--- src/rtl/ssc_pkg.sv ---
package ssc_pkg;

    typedef enum logic [2:0] {
        PH_IDLE    = 3'd0,
        PH_LOAD    = 3'd1,
        PH_LAUNCH  = 3'd2,
        PH_CAPTURE = 3'd3,
        PH_UNLOAD  = 3'd4,
        PH_DONE    = 3'd5
    } phase_e;

endpackage

--- src/rtl/ssc_cfg_check.sv ---
module ssc_cfg_check #(
    parameter int NUM_SEG = 4,
    parameter int CNT_W   = 3
) (
    input  logic [CNT_W-1:0]   seg_count,
    input  logic [NUM_SEG-1:0] launch_mask,
    input  logic [NUM_SEG-1:0] capture_mask,
    output logic [NUM_SEG-1:0] lm_eff,
    output logic [NUM_SEG-1:0] cm_eff,
    output logic               cfg_ok
);
    logic [NUM_SEG-1:0] act_mask;
    logic               count_ok;

    // A segment is active when its index is below the programmed count.
    for (genvar i = 0; i < NUM_SEG; i++) begin : g_act
        assign act_mask[i] = (CNT_W'(i) < seg_count);
    end

    assign lm_eff   = launch_mask & act_mask;
    assign cm_eff   = capture_mask & act_mask;
    assign count_ok = (seg_count != '0) && (seg_count <= CNT_W'(NUM_SEG));
    assign cfg_ok   = count_ok && (|lm_eff) && (|cm_eff);

endmodule

--- src/rtl/ssc_sequencer.sv ---
module ssc_sequencer
    import ssc_pkg::*;
#(
    parameter int NUM_SEG = 4,
    parameter int LEN_W   = 4,
    parameter int CNT_W   = 3,
    parameter int SEG_W   = 2
) (
    input  logic                     clk,
    input  logic                     rst_n,
    input  logic                     start,
    input  logic                     cfg_ok,
    input  logic [CNT_W-1:0]         seg_count,
    input  logic [NUM_SEG*LEN_W-1:0] seg_len_m1,
    input  logic [NUM_SEG-1:0]       lm_eff,
    input  logic [NUM_SEG-1:0]       cm_eff,
    output phase_e                   phase_o,
    output logic [SEG_W-1:0]         seg_o,
    output logic [NUM_SEG-1:0]       lm_o,
    output logic [NUM_SEG-1:0]       cm_o,
    output logic                     err_o
);
    typedef struct packed {
        phase_e                          phase;
        logic [SEG_W-1:0]                seg;
        logic [LEN_W-1:0]                cnt;
        logic [NUM_SEG-1:0][LEN_W-1:0]   lens;
        logic [CNT_W-1:0]                nseg;
        logic [NUM_SEG-1:0]              lm;
        logic [NUM_SEG-1:0]              cm;
        logic                            err;
    } seq_t;

    seq_t seq_d, seq_q;
    logic [NUM_SEG-1:0][LEN_W-1:0] lens_in;
    logic                          last_seg;
    logic                          len_hit;
    logic                          shifting;

    assign lens_in  = seg_len_m1;
    assign shifting = (seq_q.phase == PH_LOAD) || (seq_q.phase == PH_UNLOAD);
    assign last_seg = ((CNT_W'(seq_q.seg) + CNT_W'(1)) == seq_q.nseg);
    assign len_hit  = (seq_q.cnt == seq_q.lens[seq_q.seg]);

    always_comb begin
        seq_d = seq_q;
        unique case (seq_q.phase)
            PH_IDLE: begin
                if (start) begin
                    if (cfg_ok) begin
                        seq_d.phase = PH_LOAD;
                        seq_d.seg   = '0;
                        seq_d.cnt   = '0;
                        seq_d.lens  = lens_in;
                        seq_d.nseg  = seg_count;
                        seq_d.lm    = lm_eff;
                        seq_d.cm    = cm_eff;
                        seq_d.err   = 1'b0;
                    end else begin
                        seq_d.err   = 1'b1;
                    end
                end
            end
            PH_LOAD, PH_UNLOAD: begin
                if (len_hit) begin
                    seq_d.cnt = '0;
                    if (last_seg) begin
                        seq_d.seg   = '0;
                        seq_d.phase = (seq_q.phase == PH_LOAD) ? PH_LAUNCH : PH_DONE;
                    end else begin
                        seq_d.seg = seq_q.seg + SEG_W'(1);
                    end
                end else begin
                    seq_d.cnt = seq_q.cnt + LEN_W'(1);
                end
            end
            PH_LAUNCH:  seq_d.phase = PH_CAPTURE;
            PH_CAPTURE: begin
                seq_d.phase = PH_UNLOAD;
                seq_d.seg   = '0;
                seq_d.cnt   = '0;
            end
            PH_DONE:    seq_d.phase = PH_IDLE;
            default:    seq_d.phase = PH_IDLE;
        endcase
    end

    always_ff @(posedge clk) begin
        if (!rst_n) seq_q <= '0;
        else        seq_q <= seq_d;
    end

    assign phase_o = seq_q.phase;
    assign seg_o   = seq_q.seg;
    assign lm_o    = seq_q.lm;
    assign cm_o    = seq_q.cm;
    assign err_o   = seq_q.err;


    launch_then_capture_chk: assert property (@(posedge clk) disable iff (!rst_n)
        (seq_q.phase == PH_LAUNCH) |=> (seq_q.phase == PH_CAPTURE));


    shift_within_len_chk: assert property (@(posedge clk) disable iff (!rst_n)
        shifting |-> (seq_q.cnt <= seq_q.lens[seq_q.seg]));


    busy_start_ignored_chk: assert property (@(posedge clk) disable iff (!rst_n)
        (start && seq_q.phase != PH_IDLE) |=> ($stable(seq_q.lm) && $stable(seq_q.cm) && $stable(seq_q.nseg)));

endmodule

--- src/rtl/ssc_gate_decode.sv ---
module ssc_gate_decode
    import ssc_pkg::*;
#(
    parameter int NUM_SEG = 4,
    parameter int SEG_W   = 2
) (
    input  logic                   clk,
    input  logic                   rst_n,
    input  phase_e                 phase,
    input  logic [SEG_W-1:0]       seg,
    input  logic [NUM_SEG-1:0]     lm,
    input  logic [NUM_SEG-1:0]     cm,
    output logic [NUM_SEG-1:0]     seg_clk_en,
    output logic [NUM_SEG-1:0]     seg_so_en,
    output logic                   scan_en
);
    logic shifting;

    assign shifting = (phase == PH_LOAD) || (phase == PH_UNLOAD);
    assign scan_en  = shifting;

    for (genvar i = 0; i < NUM_SEG; i++) begin : g_seg
        logic addressed;
        assign addressed     = shifting && (seg == SEG_W'(i));
        assign seg_so_en[i]  = addressed;
        assign seg_clk_en[i] = addressed
                             || ((phase == PH_LAUNCH)  && lm[i])
                             || ((phase == PH_CAPTURE) && cm[i]);
    end


    so_single_driver_chk: assert property (@(posedge clk) disable iff (!rst_n)
        $onehot0(seg_so_en));


    launch_no_shift_chk: assert property (@(posedge clk) disable iff (!rst_n)
        (phase == PH_LAUNCH) |-> (!scan_en && seg_so_en == '0));

endmodule

--- src/rtl/seg_scan_ctrl.sv ---
module seg_scan_ctrl
    import ssc_pkg::*;
#(
    parameter int NUM_SEG = 4,
    parameter int LEN_W   = 4,
    localparam int CNT_W  = $clog2(NUM_SEG + 1),
    localparam int SEG_W  = (NUM_SEG > 1) ? $clog2(NUM_SEG) : 1
) (
    input  logic                     clk,
    input  logic                     rst_n,
    input  logic                     start,
    input  logic [CNT_W-1:0]         seg_count,
    input  logic [NUM_SEG*LEN_W-1:0] seg_len_m1,
    input  logic [NUM_SEG-1:0]       launch_mask,
    input  logic [NUM_SEG-1:0]       capture_mask,
    output logic [NUM_SEG-1:0]       seg_clk_en,
    output logic [NUM_SEG-1:0]       seg_so_en,
    output logic                     scan_en,
    output logic                     busy,
    output logic                     done,
    output logic                     cfg_err
);
    logic [NUM_SEG-1:0] lm_eff, cm_eff, lm_q, cm_q;
    logic               cfg_ok;
    phase_e             phase;
    logic [SEG_W-1:0]   seg;

    ssc_cfg_check #(.NUM_SEG(NUM_SEG), .CNT_W(CNT_W)) u_check (
        .seg_count    (seg_count),
        .launch_mask  (launch_mask),
        .capture_mask (capture_mask),
        .lm_eff       (lm_eff),
        .cm_eff       (cm_eff),
        .cfg_ok       (cfg_ok)
    );

    ssc_sequencer #(.NUM_SEG(NUM_SEG), .LEN_W(LEN_W), .CNT_W(CNT_W), .SEG_W(SEG_W)) u_seq (
        .clk        (clk),
        .rst_n      (rst_n),
        .start      (start),
        .cfg_ok     (cfg_ok),
        .seg_count  (seg_count),
        .seg_len_m1 (seg_len_m1),
        .lm_eff     (lm_eff),
        .cm_eff     (cm_eff),
        .phase_o    (phase),
        .seg_o      (seg),
        .lm_o       (lm_q),
        .cm_o       (cm_q),
        .err_o      (cfg_err)
    );

    ssc_gate_decode #(.NUM_SEG(NUM_SEG), .SEG_W(SEG_W)) u_dec (
        .clk        (clk),
        .rst_n      (rst_n),
        .phase      (phase),
        .seg        (seg),
        .lm         (lm_q),
        .cm         (cm_q),
        .seg_clk_en (seg_clk_en),
        .seg_so_en  (seg_so_en),
        .scan_en    (scan_en)
    );

    assign busy = (phase != PH_IDLE);
    assign done = (phase == PH_DONE);


    err_keeps_quiet_chk: assert property (@(posedge clk) disable iff (!rst_n)
        cfg_err |-> (seg_clk_en == '0 && !busy));


    done_then_idle_chk: assert property (@(posedge clk) disable iff (!rst_n)
        done |=> !busy);


    busy_needs_start_chk: assert property (@(posedge clk) disable iff (!rst_n)
        $rose(busy) |-> $past(start));

endmodule

--- config.mk ---
export PLATFORM = sky130hd
export DESIGN_NAME = seg_scan_ctrl
export DESIGN_NICKNAME = d
export VERILOG_FILES = /design/src/rtl/ssc_pkg.sv /design/src/rtl/ssc_cfg_check.sv /design/src/rtl/ssc_sequencer.sv /design/src/rtl/ssc_gate_decode.sv /design/src/rtl/seg_scan_ctrl.sv
export SDC_FILE = /design/constraint.sdc
export NUM_CORES = 1
export LEC_CHECK = 0
export BUFFER_PORTS_ARGS = -buffer_cell sky130_fd_sc_hd__buf_4
export CAP_MARGIN = 20
export CELL_PAD_IN_SITES_DETAIL_PLACEMENT = 1
export CELL_PAD_IN_SITES_GLOBAL_PLACEMENT = 1
export CORE_MARGIN = 2
export CORE_UTILIZATION = 40
export DETAILED_ROUTE_END_ITERATION = 7
export GPL_TIMING_DRIVEN = 0
export PLACE_DENSITY_LB_ADDON = 0.1
export SLEW_MARGIN = 0
export SYNTH_ARGS = -nofsm -noshare
export SYNTH_HDL_FRONTEND = slang
export SYNTH_SLANG_ARGS = --single-unit
--- constraint.sdc ---
create_clock -name clk -period 3 [get_ports clk]
set_clock_uncertainty 0.1 [all_clocks]
set_input_delay 0.3 -clock clk [delete_from_list [all_inputs] [get_ports clk]]
set_output_delay 0.3 -clock clk [all_outputs]
set_load 0.005 [all_outputs]
==> results of run 1 <==
synth_stat cells, types with 3 or more instances:
cell      instances
dfxtp_1          37
nor2b_1          32
mux2i_1          27
o21ai_0          12
nand2_1          10
clkbuf_1          8
and2_1            7
nor2_1            7
nand3_1           6
a22oi_1           5
ha_1              5
inv_1             5
nor3_1            5
xor2_1            5
a21oi_1           4
buf_2             4
buf_4             4
mux2_2            4
nor3b_1           4
a21boi_0          3
o21a_1            3
xnor2_1           3
registers in the layout, indices dropped and copies added (netlist names):
name	count
u_seq.lm_o	4
u_seq.seq_q	23
u_seq.phase_o	3
u_seq.cm_o	4
u_seq.seg_o	2
u_seq.err_o	1
where the power goes:
group          leakage [nW]  total [W]  internal [W]  switching, W
Clock                0.0445   0.000363      0.000165      0.000198
Sequential            0.301   0.000535      0.000518     0.0000169
Combinational         0.689   0.000215      0.000109      0.000106
Total                  1.03    0.00111      0.000792      0.000321
layer usage:
metal	vias to the layer above	global-route usage [%]	wire (um)
li1	878	-	-
met3	2	5.332	232
met2	33	30.09	2487
met4	0	4.364	32
met1	862	25.41	2575
met5	-	0	0
worst max-delay path, stage by stage (launching register included):
cell and delay, ns:
dfxtp_1 0.39, buf_6 0.16, mux4_2 0.54, xor2_1 0.18, o41a_4 0.55, or4_1 0.52
a21boi_1 0.14
per-stage QoR:
stage / instance area (um^2) / hold slack, ns / cells / utilization, % / total power [W]
global placement: 2495 / 0.3718 / 333 / 48.85 / 0.0007574
finish: 2585 / 0.1607 / 341 / 50.61 / 0.001113
floorplan: 2107 / 0.3560 / 223 / - / 0.0006809
detailed placement: 2495 / 0.3851 / 333 / 48.85 / 0.0007635
global route: 2585 / 0.1555 / 341 / 50.61 / 0.001174
CTS: 2585 / 0.1584 / 341 / 50.61 / 0.001129
cells by family after synthesis:
logic type	synth area share, %
adder cells (fa/ha/maj)	2.969
buffers and inverters	5.226
AO/OA/AOI/OAI	12.29
flip-flops	35.15
AND/OR/NAND/NOR	21.44
XOR/XNOR	3.326
multiplexers	19.60
area by class of cell:
class / count / area, um^2 / share of cell area (%)
Multi-Input combinational cell: 164 / 1256 / 48.60
Clock buffer: 5 / 68.82 / 2.662
Sequential cell: 37 / 740.7 / 28.65
Inverter: 5 / 18.77 / 0.7260
Timing Repair Buffer: 40 / 300.3 / 11.62
Buffer: 17 / 91.34 / 3.533
Clock inverter: 3 / 21.27 / 0.8228
Tap cell: 70 / 87.58 / 3.388
how the worst min path moves through the flow:
stage,endpoint,slack [ns]
after floorplan,u_seq.lm_o[1],0.36
after global placement,u_seq.lm_o[1],0.37
after detailed placement,u_seq.lm_o[3],0.39
after CTS,u_seq.seq_q[18],0.16
after global routing,u_seq.seq_q[22],0.16
final,u_seq.seq_q[18],0.16
==> results.json, run 1 <==
{
  "status": "complete, no violations",
  "rsz0062_at_grt": "false",
  "die_w_um": 76.58,
  "clkLatencyLatePin_ns": 0.29,
  "synth-seq-area-share_pct": 35.15,
  "final_common_cell": "buf_4",
  "syn-num-nets": 258,
  "syn_area_per_cell_um2": 9.449,
  "synth_flop_cell": "dfxtp_1",
  "r2r_cells": 6,
  "grtUsageTotal_pct": 18.89,
  "synthArstFlopShare_pct": 0,
  "vdd_ir_drop_max_mv": 0.2209,
  "setup.worst_path.start": "u_seq.seg_o[0]",
  "worstPathRequired_ns": 3.13,
  "drt_wl_total_um": 5328,
  "synth.distinct_cells": 40,
  "synth_largest_area_cell": "dfxtp_1",
  "grt_pass1_wl_um": 8645,
  "final_nets": 305,
  "yosys_warnings": 0,
  "cts_sinks": 37,
  "post-route-period-util_pct": 88.48,
  "grt-ovfl-total": 0,
  "path_clk_slew_ns": 0.08,
  "synth.area.top_cells": "dfxtp_1 35%, mux2i_1 13%, nor2b_1 9.5%",
  "reg2reg_from": "u_seq.seg_o[0]",
  "endpoint": "u_seq.phase_o[0]",
  "wire_per_inst_um": 15.62,
  "powerDensity_nw_per_um2": 430.5,
  "period_needed_ns": 2.655,
  "ant_nets": 0,
  "hold_buffers": 0,
  "synth_seq_cells": 37,
  "worstMarginPinSlew_ns": 0.7099,
  "tns_ns": 0,
  "slew_violations": 0,
  "critPathArrivalTime_ns": 2.78,
  "critical_path_class": "reg -> reg",
  "fillers": 619,
  "cts_setup_buffers": 0,
  "clockBufferDepth": 2,
  "min_from": "seg_len_m1[6]",
  "grt_pass1_vias": 1703,
  "die_h_um": 76.58,
  "p_leak_nw": 1.034,
  "dp_slack_ns": 0.09982,
  "portBuffers": 40,
  "hold_violations": 0,
  "via_per_inst": 5.205,
  "core_um2": 5107,
  "cts_root_buf": "clkbuf_8",
  "vias": 1775,
  "die-area_um2": 5864,
  "setup_viol": 0,
  "start_util_pct": 41.25,
  "gp_congestion": 0.7662,
  "layout_common_cells": "44 x buf_4, 37 x dfxtp_1, 32 x nor2b_1",
  "cp_max_fo": 9,
  "ios": 42,
  "cts_tree": "done",
  "drt-initial-drc-count": 44,
  "worstHoldPathType": "in -> reg",
  "cap_viol_max_count": 0,
  "antenna_found_initial": 0,
  "maxSlewHeadroom_pct": 52.31,
  "cts_buffers": 5,
  "holdPathStages": 3,
  "num_antenna_cells": 0,
  "num_rows": 26,
  "htree_levels": 2,
  "syn_inst": 223,
  "area_growth_pct": 22.68,
  "hpwl_um": 4040,
  "synth_top_area_share_pct": 35.15,
  "post-route-drc-count": 0,
  "drive_above_1_share_pct": 23.99,
  "r2r_slack_ns": 0.35,
  "firstDrtPassIters": 4,
  "worstReg2RegEnd": "u_seq.phase_o[0]",
  "cp-start-kind": "flip-flop",
  "post_cts_resized": 0,
  "grt_max_degree": 14,
  "fin_ws_ns": 0.3455,
  "endpoint_kind": "flip-flop",
  "synth_edf_count": 0,
  "syn-cell-area_um2": 2107,
  "fmax_ghz": 0.3767
}
No activity file was read; power rests on OpenSTA's default activity.
==> inputs of run 2 (changes only) <==
--- a/config.mk
+++ b/config.mk
@@ -9,6 +9,7 @@
 export CAP_MARGIN = 20
 export CELL_PAD_IN_SITES_DETAIL_PLACEMENT = 1
 export CELL_PAD_IN_SITES_GLOBAL_PLACEMENT = 1
+export CORE_ASPECT_RATIO = 1.5
 export CORE_MARGIN = 2
 export CORE_UTILIZATION = 40
 export DETAILED_ROUTE_END_ITERATION = 7
==> results.json, run 2 (synthesis gave the netlist of run 1 again) <==
{
  "place_area_um2": 2492,
  "vdd_ir_drop_max_mv": 0.3241,
  "drt-initial-drc-count": 84,
  "cts_setup_buffers": 0,
  "holdPathStages": 3,
  "regMostFlops": "u_seq.seq_q",
  "wl_met1_um": 2252,
  "highest_layer": "met4",
  "fillers": 650,
  "drive_above_1_share_pct": 23.99,
  "grt_max_degree": 14,
  "period_needed_ns": 2.647,
  "grt_pass1_vias": 1985,
  "endpoint_kind": "flip-flop",
  "stdcell_area_um2": 2608,
  "setup_viol": 0,
  "cp-start-kind": "flip-flop",
  "dp_slack_ns": 0.09850,
  "cts_buffers": 5,
  "cts_sinks": 37,
  "layout_common_cells": "44 x buf_4, 37 x dfxtp_1, 32 x nor2b_1",
  "area_growth_pct": 23.75,
  "wire_per_inst_um": 16.65,
  "r2r_cells": 6,
  "vias": 1792,
  "hold_buffers": 0,
  "cap_viol_max_count": 0,
  "hold_violations": 0,
  "die-area_um2": 5876,
  "portBuffers": 40,
  "core_um2": 5125,
  "fin_ws_ns": 0.3535,
  "final_nets": 305,
  "clockBufferDepth": 2,
  "p_leak_nw": 1.044,
  "critical_path_class": "reg -> reg",
  "cp_max_fo": 9,
  "firstDrtPassIters": 4,
  "via_per_inst": 5.286,
  "post_cts_resized": 0,
  "cts_root_buf": "clkbuf_8",
  "antenna_found_initial": 0,
  "cts_tree": "done",
  "post-route-drc-count": 0,
  "slew_violations": 0,
  "finalPower_w": 0.001190,
  "final_common_cell": "buf_4",
  "maxSlewHeadroom_pct": 58.38,
  "tns_ns": 0,
  "fmax_ghz": 0.3779,
  "grt_pass1_wl_um": 9432,
  "num_rows": 32,
  "post-route-period-util_pct": 88.22,
  "worstPathRequired_ns": 3.13,
  "ant_nets": 0,
  "final_core_util_pct": 50.88,
  "largest_reg_flops": 23,
  "worstMarginPinSlew_ns": 0.6195,
  "hpwl_um": 4354,
  "worstHoldPathType": "in -> reg",
  "start_util_pct": 41.11,
  "die_w_um": 63.26,
  "clkLatencyLatePin_ns": 0.29,
  "gp_congestion": 0.7464,
  "ios": 42,
  "grt-ovfl-total": 0,
  "status": "complete, no violations",
  "powerDensity_nw_per_um2": 456.6,
  "htree_levels": 2,
  "die_h_um": 92.89,
  "num_antenna_cells": 0,
  "path_clk_slew_ns": 0.08,
  "grtUsageTotal_pct": 20.62,
  "route.met2.wl_um": 3007,
  "rsz0062_at_grt": "false",
  "dr_wl_met3_um": 194,
  "drt_wl_total_um": 5644,
  "critPathArrivalTime_ns": 2.77
}
[run 2: cell types whose count changed in the layout (fill, tap and decap cells not counted)]
| cell | before | now |
|---|---|---|
| inv_6 | 1 | 0 |
| clkinv_2 | 1 | 0 |
| clkinv_4 | 0 | 1 |
| bufinv_16 | 0 | 1 |
[run 2: power by group]
part / total, W / internal (W) / switching (W)
Combinational: 0.000216 / 0.000109 / 0.000107
Clock: 0.000439 / 0.000249 / 0.000190
Sequential: 0.000535 / 0.000518 / 0.0000174
[run 2: routing by layer]
metal  GRT usage (%)  vias up
met3           4.010       12
met2           40.43       39
met4           9.058        0
met5               0        -
met1           20.50      865
li1                -      876
[run 2: worst paths after layout]
kind | from | end | slack [ns]
worst max-delay path | u_seq.seg_o[0] | u_seq.phase_o[0] | 0.35
worst min-delay path | seg_len_m1[9] | u_seq.seq_q[21] | 0.16
worst max register to register | u_seq.seg_o[0] | u_seq.phase_o[0] | 0.35
worst min register to register | u_seq.lm_o[3] | u_seq.lm_o[3] | 0.40
[run 2: worst max-delay path, stage by stage, from the launching register on]
cell and delay (ns):
dfxtp_1 0.40, buf_6 0.17, mux4_2 0.56, xor2_1 0.17
o41a_4 0.55, or4_1 0.51, a21boi_1 0.12
[run 2: area by class of cell]
| type | instances | area [um^2] | area share, % |
|---|---|---|---|
| Tap cell | 68 | 85.08 | 3.263 |
| Clock inverter | 3 | 46.29 | 1.775 |
| Clock buffer | 5 | 68.82 | 2.639 |
| Buffer | 17 | 91.34 | 3.503 |
| Inverter | 5 | 18.77 | 0.7198 |
| Sequential cell | 37 | 740.7 | 28.41 |
| Multi-Input combinational cell | 164 | 1256 | 48.18 |
| Timing Repair Buffer | 40 | 300.3 | 11.52 |
[run 2: stage by stage]
| stage | instances | hold WS [ns] |
|---|---|---|
| detailed placement | 331 | 0.3923 |
| global route | 339 | 0.1614 |
| CTS | 339 | 0.1550 |
| finish | 339 | 0.1596 |
| global placement | 331 | 0.3801 |
| floorplan | 223 | 0.3560 |
